`config.mk`:
```
export PLATFORM = sky130hd
export DESIGN_NAME = result_fifo_tslot
export DESIGN_NICKNAME = d
export VERILOG_FILES = /design/src/rtl/rfifo_pkg.sv /design/src/rtl/rfifo_vbuf.sv /design/src/rtl/rfifo_tslot.sv /design/src/rtl/rfifo_rdctl.sv /design/src/rtl/result_fifo_tslot.sv
export SDC_FILE = /design/constraint.sdc
export NUM_CORES = 1
export LEC_CHECK = 0
export ABC_AREA = 1
export BUFFER_PORTS_ARGS = -buffer_cell sky130_fd_sc_hd__buf_2
export CAP_MARGIN = 25
export CORE_UTILIZATION = 55
export DETAILED_ROUTE_END_ITERATION = 12
export GPL_ROUTABILITY_DRIVEN = 1
export PLACE_DENSITY = 0.72
export SKIP_CTS_REPAIR_TIMING = 1
export SYNTH_ARGS = -nofsm -noshare
export SYNTH_HDL_FRONTEND = slang
export SYNTH_SLANG_ARGS = --single-unit
```
`constraint.sdc`:
```
create_clock -name clk -period 3.3 [get_ports clk]
set_input_delay 0 -clock clk [delete_from_list [all_inputs] [get_ports clk]]
set_output_delay 0 -clock clk [all_outputs]
set_load 0.03 [all_outputs]
```
`src/rtl/rfifo_pkg.sv`:
```
package rfifo_pkg;
  // Which store supplies the frame being shifted out.
  typedef enum logic {
    SRC_VOLT = 1'b0,
    SRC_TEMP = 1'b1
  } rd_src_e;
endpackage

```
`src/rtl/rfifo_vbuf.sv`:
```
module rfifo_vbuf #(
  parameter int DEPTH = 16,
  parameter int W     = 12
) (
  input  logic                         clk,
  input  logic                         rst,
  input  logic                         clr,
  input  logic                         push,
  input  logic [W-1:0]                 wdata,
  input  logic                         pop,
  output logic [W-1:0]                 rdata,
  output logic [$clog2(DEPTH+1)-1:0]   count,
  output logic                         full,
  output logic                         nonempty
);
  localparam int AW  = (DEPTH > 1) ? $clog2(DEPTH) : 1;
  localparam int VCW = $clog2(DEPTH+1);

  logic [W-1:0]  mem [DEPTH];
  logic [AW-1:0] wr_ptr, rd_ptr;
  logic          pop_ok, ovw;

  function automatic logic [AW-1:0] nxt(input logic [AW-1:0] p);
    return (p == AW'(DEPTH-1)) ? '0 : p + 1'b1;
  endfunction

  assign full     = (count == VCW'(DEPTH));
  assign nonempty = (count != '0);
  assign pop_ok   = pop & nonempty;
  assign ovw      = push & full & ~pop_ok;
  assign rdata    = mem[rd_ptr];

  // storage has no reset so it maps onto memory cells
  always_ff @(posedge clk) begin
    if (push && !clr) mem[wr_ptr] <= wdata;
  end

  always_ff @(posedge clk) begin
    if (rst || clr) begin
      wr_ptr <= '0;
      rd_ptr <= '0;
      count  <= '0;
    end else begin
      if (push) wr_ptr <= nxt(wr_ptr);
      if (pop_ok || ovw) rd_ptr <= nxt(rd_ptr);
      if (push && !pop_ok && !full) count <= count + 1'b1;
      else if (!push && pop_ok)     count <= count - 1'b1;
    end
  end
endmodule

```
`src/rtl/rfifo_tslot.sv`:
```
module rfifo_tslot #(
  parameter int W = 12
) (
  input  logic         clk,
  input  logic         rst,
  input  logic         clr,
  input  logic         push,
  input  logic [W-1:0] wdata,
  input  logic         pop,
  output logic         valid,
  output logic [W-1:0] data
);
  always_ff @(posedge clk) begin
    if (rst || clr) begin
      valid <= 1'b0;
      data  <= '0;
    end else if (push) begin
      valid <= 1'b1;
      data  <= wdata;
    end else if (pop) begin
      valid <= 1'b0;
    end
  end
endmodule

```
`src/rtl/rfifo_rdctl.sv`:
```
module rfifo_rdctl #(
  parameter int ENTRY_W = 16,
  parameter int BYTE_W  = 8
) (
  input  logic                         clk,
  input  logic                         rst,
  input  logic                         clr,
  input  logic                         cs_n,
  input  logic                         sclk_fall,
  input  logic                         head_valid,
  output logic [$clog2(ENTRY_W+1)-1:0] cnt,
  output logic                         busy,
  output logic                         pop
);
  localparam int CW = $clog2(ENTRY_W+1);
  localparam int SW = $clog2(BYTE_W);

  logic          cs_q, trunc;
  logic [SW-1:0] tstart;
  logic          cs_rise, shift, done_shift, discard, start_tr;
  logic [CW-1:0] end_pos;

  assign cs_rise    = cs_n & ~cs_q;
  assign shift      = sclk_fall & ~cs_n & head_valid;
  assign end_pos    = trunc ? (CW'(tstart) + CW'(BYTE_W)) : CW'(ENTRY_W);
  assign done_shift = shift && ((cnt + CW'(1)) == end_pos);
  // an interrupted truncated byte, or a second byte cut short, drops the frame
  assign discard    = cs_rise && head_valid &&
                      (trunc ? (cnt != CW'(tstart)) : (cnt > CW'(BYTE_W)));
  assign start_tr   = cs_rise && head_valid && !trunc &&
                      (cnt != '0) && (cnt < CW'(BYTE_W));
  assign pop        = done_shift | discard;
  assign busy       = (cnt != '0) | trunc;

  always_ff @(posedge clk) begin
    if (rst) cs_q <= 1'b1;
    else     cs_q <= cs_n;
  end

  always_ff @(posedge clk) begin
    if (rst || clr) begin
      cnt    <= '0;
      trunc  <= 1'b0;
      tstart <= '0;
    end else if (pop) begin
      cnt   <= '0;
      trunc <= 1'b0;
    end else if (shift) begin
      cnt <= cnt + CW'(1);
    end else if (start_tr) begin
      trunc  <= 1'b1;
      tstart <= cnt[SW-1:0];
    end
  end
endmodule

```
`src/rtl/result_fifo_tslot.sv`:
```
module result_fifo_tslot
  import rfifo_pkg::*;
#(
  parameter int DEPTH  = 16,
  parameter int RES_W  = 10,
  parameter int SUB_W  = 2,
  parameter int LEAD_W = 4,
  parameter int BYTE_W = 8
) (
  input  logic                   clk,
  input  logic                   rst,
  input  logic                   clr,
  input  logic                   vpush,
  input  logic [RES_W-1:0]       vres,
  input  logic [SUB_W-1:0]       vsub,
  input  logic                   tpush,
  input  logic [RES_W+SUB_W-1:0] tval,
  input  logic                   cs_n,
  input  logic                   sclk_fall,
  output logic                   dout
);
  localparam int PAY_W   = RES_W + SUB_W;
  localparam int ENTRY_W = LEAD_W + PAY_W;
  localparam int CW      = $clog2(ENTRY_W+1);
  localparam int IW      = $clog2(ENTRY_W);
  localparam int VCW     = $clog2(DEPTH+1);

  logic [PAY_W-1:0]   v_data, t_data, payload;
  logic [VCW-1:0]     v_count;
  logic               v_full, v_nonempty, t_valid;
  logic [CW-1:0]      cnt;
  logic               busy, pop, pop_v, pop_t, head_valid;
  rd_src_e            src_q, head_src;
  logic [ENTRY_W-1:0] frame;
  logic [IW-1:0]      idx;

  rfifo_vbuf #(.DEPTH(DEPTH), .W(PAY_W)) u_vbuf (
    .clk(clk), .rst(rst), .clr(clr), .push(vpush), .wdata({vres, vsub}),
    .pop(pop_v), .rdata(v_data), .count(v_count), .full(v_full),
    .nonempty(v_nonempty));

  rfifo_tslot #(.W(PAY_W)) u_tslot (
    .clk(clk), .rst(rst), .clr(clr), .push(tpush), .wdata(tval),
    .pop(pop_t), .valid(t_valid), .data(t_data));

  rfifo_rdctl #(.ENTRY_W(ENTRY_W), .BYTE_W(BYTE_W)) u_rdctl (
    .clk(clk), .rst(rst), .clr(clr), .cs_n(cs_n), .sclk_fall(sclk_fall),
    .head_valid(head_valid), .cnt(cnt), .busy(busy), .pop(pop));

  // source is chosen at a frame boundary and held until the frame ends
  assign head_src   = busy ? src_q : (t_valid ? SRC_TEMP : SRC_VOLT);
  assign head_valid = (head_src == SRC_TEMP) ? t_valid : v_nonempty;
  assign pop_t      = pop & (head_src == SRC_TEMP);
  assign pop_v      = pop & (head_src == SRC_VOLT);
  assign payload    = (head_src == SRC_TEMP) ? t_data : v_data;
  assign frame      = {{LEAD_W{1'b0}}, payload};
  assign idx        = IW'(ENTRY_W-1) - cnt[IW-1:0];

  always_ff @(posedge clk) begin
    if (rst || clr) begin
      src_q <= SRC_VOLT;
      dout  <= 1'b0;
    end else begin
      src_q <= head_src;
      dout  <= head_valid & frame[idx];
    end
  end
endmodule

```
==> results.py, run 1 <==
metrics = {
    "detailed_routing": {
        "via_count": 7198,
        "wl_mm": 23.33,
        "postRouteAntennaNets": 0,
        "via_per_inst": 5.623,
        "firstDrtPassIters": 5,
        "wl_per_cell_um": 18.23,
        "drc": 0,
        "drt_iter0_drc": 667,
    },
    "power_and_ir_drop": {
        "p_leak_nw": 4.332,
        "p_sw_mw": 1.269,
        "power_density_nw_per_um2": 525.4,
        "internal-power_mw": 4.831,
        "swShare_pct": 20.80,
        "peakVddDrop_uv": 568.5,
        "combPwrFrac_pct": 4.2,
        "clock_power_share_pct": 42.9,
        "power_frac_seq_pct": 52.9,
    },
    "synth": {
        "yosysWarnings": 0,
        "synth_nets": 997,
        "synth_edf_count": 192,
        "avgSynthCellArea_um2": 10.40,
        "synth_cells": 955,
        "syn_area_um2": 9932,
        "netlist.top_cell.by_area": "edfxtp_1",
        "synth-seq-cells": 234,
        "ys.flop_type": "edfxtp_1",
        "synthDistinctLibCells": 40,
        "netlist.area_leader.share_pct": 58.05,
        "synthArstFlopShare_pct": 0,
        "seq_area_frac_synth_pct": 66.52,
        "yosys-top-cells-area": "edfxtp_1 58%, nand2_1 11%, nand3_1 9.8%",
    },
    "critical_path": {
        "timing.rr.start": "u_rdctl.cnt[0]$_SDFFE_PP0P_",
        "setup.worst_path.class": "flip-flop to flip-flop",
        "cpPeakStageDelay_ns": 0.34,
        "startpoint_type": "flip-flop",
        "crit_chain": "inv_2 -> ha_1 -> inv_1 -> nor2_2 -> nand3_1 -> nand2_2 -> nand2_2 -> nand2_1 -> nand2_1 -> nand3_1 -> nand2_2 -> nand2_4 -> nand2_4 -> ha_1 -> a21o_1 -> a31oi_1 -> inv_1 -> nand3_1 -> nand2_1 -> a21oi_1 -> nor2_1",
        "end_kind": "flip-flop",
        "cp_max_fo": 7,
        "worst_ep_required_time_ns": 3.72,
        "cp-startpoint": "u_rdctl.cnt[0]$_SDFFE_PP0P_",
        "crit_family": "simple AND/OR/NAND/NOR gates",
        "cp.arrival_ns": 3.31,
        "critPathBufInv": 3,
        "slowest_stage": "ha_1",
    },
    "floorplan": {
        "dieArea_um2": 18600,
        "die_h_um": 136.4,
        "core_um2": 17480,
        "rows": 48,
        "start_util_pct": 56.83,
        "die_x_um": 136.4,
        "ioPinCount": 32,
    },
    "sta": {
        "finClkSkew_ns": 0.01533,
        "report.final.slew_viol_count": 0,
        "hold_viol": 0,
        "maxSlewHeadroom_pct": 57.72,
        "finalCritPeriodShare_pct": 87.60,
        "timing.fmax_ghz": 0.3459,
        "rsz0062_at_grt": "no",
        "fin_crit_ns": 2.891,
        "worst_slew_pin_slew_ns": 0.6332,
        "tns_ns": 0,
        "finalSetupViolations": 0,
    },
    "grt": {
        "grt.met2_usage_pct": 38.97,
        "grt_usage_pct": 25.07,
        "first_global_vias": 6543,
        "gr-usage-met1_pct": 35.29,
        "overflow": 0,
        "busiest_layer": "met2",
        "antenna_found_initial": 0,
        "met3_usage_pct": 4.400,
        "grt_pass1_wl_mm": 34.71,
        "grt_max_degree": 97,
    },
    "layout": {
        "area_delta_synth_final_pct": 16.89,
        "drive_gt1_share_pct": 11.28,
        "nets": 1079,
        "diodes": 0,
        "nFillCells": 1306,
        "postLayoutCoreUtil_pct": 66.43,
    },
    "place": {
        "port_buffers": 31,
        "place_congestion": 0.8213,
        "place_hpwl_mm": 13.93,
    },
    "hold_path": {
        "worstHoldStart": "tpush",
        "hp-class": "input pin to flip-flop",
    },
    "clock_network": {
        "cts_tree": "yes",
        "clockRootBuffer": "clkbuf_16",
        "clockBufferDepth": 3,
        "clk_pin_slew_ns": 0.07,
        "cts_buffers": 24,
        "cts_sinks": 234,
        "clk_latency_ns": 0.52,
        "htreeDepth": 1,
    },
    "run": {
        "cap_violations": 0,
    },
    "outcome": {
        "status": "complete, no violations",
    },
}
placed cells by master, fill, tap and decap left out, types with 10 or more instances in the layout:
cell / instances
nand2_1: 287
nand3_1: 194
edfxtp_1: 192
nor2_1: 45
dlygate4sd3_1: 43
a21oi_1: 40
dfxtp_1: 39
inv_1: 33
buf_2: 31
buf_4: 26
clkbuf_16: 24
o21ai_0: 13
ha_1: 10
final cells by class:
class	instances	area [um2]	area share, %
Tap cell	225	281.5	2.425
Sequential cell	234	6610	56.93
Timing Repair Buffer	102	820.8	7.070
Multi-Input combinational cell	635	2979	25.66
Clock inverter	15	137.6	1.185
Clock buffer	29	629.4	5.421
Inverter	40	151.4	1.304
tightest hold or removal path, stage by stage:
cell,delay [ns]
buf_2,0.18
inv_2,0.16
nand2_1,0.09
a21oi_1,0.05
power groups by stage:
stage | clock network [mW] | logic (mW) | registers (mW)
floorplan | 0 | 0.124 | 3.29
global placement | 0 | 0.207 | 3.29
detailed placement | 0 | 0.211 | 3.29
CTS | 2.64 | 0.213 | 3.22
global route | 2.75 | 0.281 | 3.23
finish | 2.62 | 0.255 | 3.23
registers in the layout (all words and copies together) (netlist names), named ones only:
| name | count |
|---|---|
| u_rdctl.cnt | 5 |
| u_tslot.valid | 1 |
| u_rdctl.trunc | 1 |
| u_vbuf.mem | 192 |
| u_tslot.data | 12 |
| u_vbuf.count | 5 |
| u_vbuf.wr_ptr | 4 |
| dout | 1 |
| u_rdctl.cs_q | 1 |
| u_rdctl.tstart | 3 |
| u_vbuf.rd_ptr | 4 |
| src_q | 1 |
logic make-up after synthesis:
family / share of synthesized area [%]
xor gates and xnor gates: 0.3528
DFF: 66.52
AOI/OAI and AO/OA: 3.779
buffers and inverters: 3.489
adders and majority gates: 1.461
and+or+nand+nor: 24.40
final timing paths:
| path | end | slack (ns) | cells past startpoint |
|---|---|---|---|
| setup / recovery | u_vbuf.count[4]$_SDFFE_PP0P_ | 0.41 | 21 |
| hold / removal | u_tslot.data[8]$_SDFFE_PP0P_ | 0.01 | 4 |
| setup reg to reg | u_vbuf.count[4]$_SDFFE_PP0P_ | 0.41 | 21 |
| hold reg to reg | u_tslot.data[1]$_SDFFE_PP0P_ | 0.47 | 2 |
through the flow:
step	hold WS [ns]	area (um2)	power, mW	setup slack, ns	std cells
floorplan	0.09887	9932	3.410	0.5601	955
global placement	0.2023	10410	3.495	0.4593	1193
detailed placement	0.2106	10410	3.499	0.3331	1193
CTS	-0.3233	11180	6.078	0.3286	1237
global route	0.04841	11610	6.262	0.07117	1280
finish	0.01060	11610	6.099	0.4093	1280
Yosys cell counts (all sizes together) (6+ instances only):
| cell type | number |
|---|---|
| nand2 | 296 |
| ha | 10 |
| nand3 | 195 |
| buf | 18 |
| o21ai | 16 |
| a21oi | 40 |
| nand4 | 6 |
| nor2 | 48 |
| dfxtp | 42 |
| edfxtp | 192 |
| inv | 38 |
| clkbuf | 28 |
per-layer routing:
metal,wire (um),vias up
met5,0,-
li1,-,3473
met3,1530,56
met2,11030,232
met1,10020,3437
met4,755,0
Power figures use the tool's default switching activity.
==> inputs of run 2 (changes only) <==
--- a/config.mk
+++ b/config.mk
@@ -11,6 +11,7 @@
 export CORE_UTILIZATION = 55
 export DETAILED_ROUTE_END_ITERATION = 12
 export GPL_ROUTABILITY_DRIVEN = 1
+export HOLD_SLACK_MARGIN = 0.1
 export PLACE_DENSITY = 0.72
 export SKIP_CTS_REPAIR_TIMING = 1
 export SYNTH_ARGS = -nofsm -noshare
==> run 2 against run 1 <==
  * Combinational power grew 3%
  * Via count is 1.7% higher
  * Core utilization increased by 0.52 points
  * Flip-flop and latch count unchanged
  * First-iteration DRC count grew 8.8%
  * Cell area increased by 0.78%
  * Wire length increased by 1.8%
  * Die area did not move
  * Critical path type unchanged
  * Critical endpoint unchanged
  * Largest power group unchanged
==> results.py, run 2 (synthesis results as in run 1) <==
metrics = {
    "sta": {
        "finClkSkew_ns": 0.01415,
        "timing.fmax_ghz": 0.3397,
        "worst_slack_ns": 0.3561,
        "worst_slew_pin_slew_ns": 0.6331,
        "fin_crit_ns": 2.944,
        "rsz0062_at_grt": "no",
        "tns_ns": 0,
        "report.final.slew_viol_count": 0,
        "finalSetupViolations": 0,
        "hold-worst-slack_ns": 0.3882,
        "maxSlewHeadroom_pct": 57.73,
        "hold_viol": 0,
        "finalCritPeriodShare_pct": 89.21,
    },
    "critical_path": {
        "r2r_cells": 21,
        "timing.rr.start": "u_rdctl.cnt[0]$_SDFFE_PP0P_",
        "setup.worst_path.class": "flip-flop to flip-flop",
        "endpoint": "u_vbuf.count[4]$_SDFFE_PP0P_",
        "worst_ep_required_time_ns": 3.72,
        "startpoint_type": "flip-flop",
        "reg2reg_to": "u_vbuf.count[4]$_SDFFE_PP0P_",
        "end_kind": "flip-flop",
        "r2r_setup_slack_ns": 0.36,
        "cp_max_fo": 7,
        "cp.arrival_ns": 3.36,
        "cp-startpoint": "u_rdctl.cnt[0]$_SDFFE_PP0P_",
    },
    "grt": {
        "grt_pass1_wl_mm": 34.71,
        "first_global_vias": 6543,
        "grt_usage_pct": 25.07,
        "grt_max_degree": 97,
        "antenna_found_initial": 0,
        "overflow": 0,
    },
    "clock_network": {
        "clk_pin_slew_ns": 0.06,
        "htreeDepth": 1,
        "cts_tree": "yes",
        "clockRootBuffer": "clkbuf_16",
        "cts_buffers": 24,
        "cts_sinks": 234,
        "clockBufferDepth": 3,
        "clk_latency_ns": 0.52,
    },
    "floorplan": {
        "rows": 48,
        "ioPinCount": 32,
        "core_um2": 17480,
        "dieArea_um2": 18600,
        "start_util_pct": 56.83,
        "die_h_um": 136.4,
        "die_x_um": 136.4,
    },
    "layout": {
        "top_regs": "u_vbuf.mem: 192 flops, u_tslot.data: 12 flops",
        "nFillCells": 1288,
        "regMostFlops": "u_vbuf.mem",
        "final_cell_mix": "287 x nand2_1, 194 x nand3_1, 192 x edfxtp_1",
        "nets": 1088,
        "layout_commonest_cell": "nand2_1",
        "largest_reg_flops": 192,
        "drive_gt1_share_pct": 11.18,
        "area_delta_synth_final_pct": 17.80,
        "diodes": 0,
    },
    "place": {
        "place_congestion": 0.8213,
        "place_hpwl_mm": 13.93,
        "port_buffers": 31,
        "place_worst_setup_slack_ns": 0.3331,
    },
    "detailed_routing": {
        "postRouteAntennaNets": 0,
        "wl_mm": 23.76,
        "wl_per_cell_um": 18.43,
        "via_per_inst": 5.677,
        "drt_iter0_drc": 726,
        "drc": 0,
        "firstDrtPassIters": 5,
        "via_count": 7318,
    },
    "power_and_ir_drop": {
        "swShare_pct": 20.85,
        "power_frac_seq_pct": 52.8,
        "power_density_nw_per_um2": 522.2,
        "clock_power_share_pct": 42.9,
        "p_leak_nw": 4.384,
        "internal-power_mw": 4.836,
        "combPwrFrac_pct": 4.3,
        "peakVddDrop_uv": 569.0,
        "p_sw_mw": 1.274,
    },
    "hold_path": {
        "worstHoldPathCells": 3,
        "hp-class": "input pin to flip-flop",
    },
    "run": {
        "cap_violations": 0,
    },
    "outcome": {
        "status": "complete, no violations",
    },
}
run 2: cell count changes in the layout (fill, tap and decap cells not counted), sizes merged:
cell / before / now
dlygate4sd3: 43 / 52
run 2: final cells by class:
type	instances	area, um2	area share (%)
Inverter	40	151.4	1.294
Timing Repair Buffer	111	910.9	7.785
Clock inverter	15	137.6	1.176
Tap cell	225	281.5	2.406
Multi-Input combinational cell	635	2979	25.46
Clock buffer	29	629.4	5.379
Sequential cell	234	6610	56.50
run 2: metal layers:
metal,track usage [%],share of wire [%],vias to the layer above
li1,-,-,3491
met1,35.29,43,3502
met2,38.97,47,259
met3,4.400,6.6,66
met4,9.383,3.5,0
met5,0,0,-
run 2: worst max-delay path, cell delays in order (launching register included):
cell	delay, ns
dfxtp_1	0.32
inv_2	0.11
ha_1	0.15
inv_1	0.04
nor2_2	0.16
nand3_1	0.15
nand2_2	0.12
nand2_2	0.09
nand2_1	0.07
nand2_1	0.07
nand3_1	0.10
nand2_2	0.10
nand2_4	0.12
nand2_4	0.10
ha_1	0.34
a21o_1	0.18
a31oi_1	0.19
inv_1	0.06
nand3_1	0.08
nand2_1	0.07
a21oi_1	0.15
nor2_1	0.07
run 2: worst min path at each step:
stage	slack [ns]	startpoint	to
3_3_place_gp	0.20	cs_n	u_rdctl.cs_q$_SDFF_PP1_
4_1_cts	-0.32	cs_n	u_rdctl.cs_q$_SDFF_PP1_
5_1_grt	0.38	vpush	u_vbuf.wr_ptr[0]$_SDFFE_PP0P_
3_5_place_dp	0.21	cs_n	u_rdctl.cs_q$_SDFF_PP1_
6_report	0.39	vpush	u_vbuf.wr_ptr[0]$_SDFFE_PP0P_
2_1_floorplan	0.1	vsub[0]	u_vbuf.mem[0][0]$_DFFE_PP_
run 2: metrics by stage:
stage	std cells	area (um2)	util (%)	power (mW)
final	1289	11700	66.95	6.110
after CTS	1237	11180	63.96	6.078
after global routing	1289	11700	66.95	6.273
after floorplan	955	9932	-	3.410
after global placement	1193	10410	59.57	3.495
after detailed placement	1193	10410	59.57	3.499
run 2: power by group through the flow:
stage | combinational (mW) | sequential [mW] | clock (mW)
floorplan | 0.124 | 3.29 | 0
global placement | 0.207 | 3.29 | 0
detailed placement | 0.211 | 3.29 | 0
CTS | 0.213 | 3.22 | 2.64
global route | 0.289 | 3.23 | 2.76
finish | 0.263 | 3.23 | 2.62
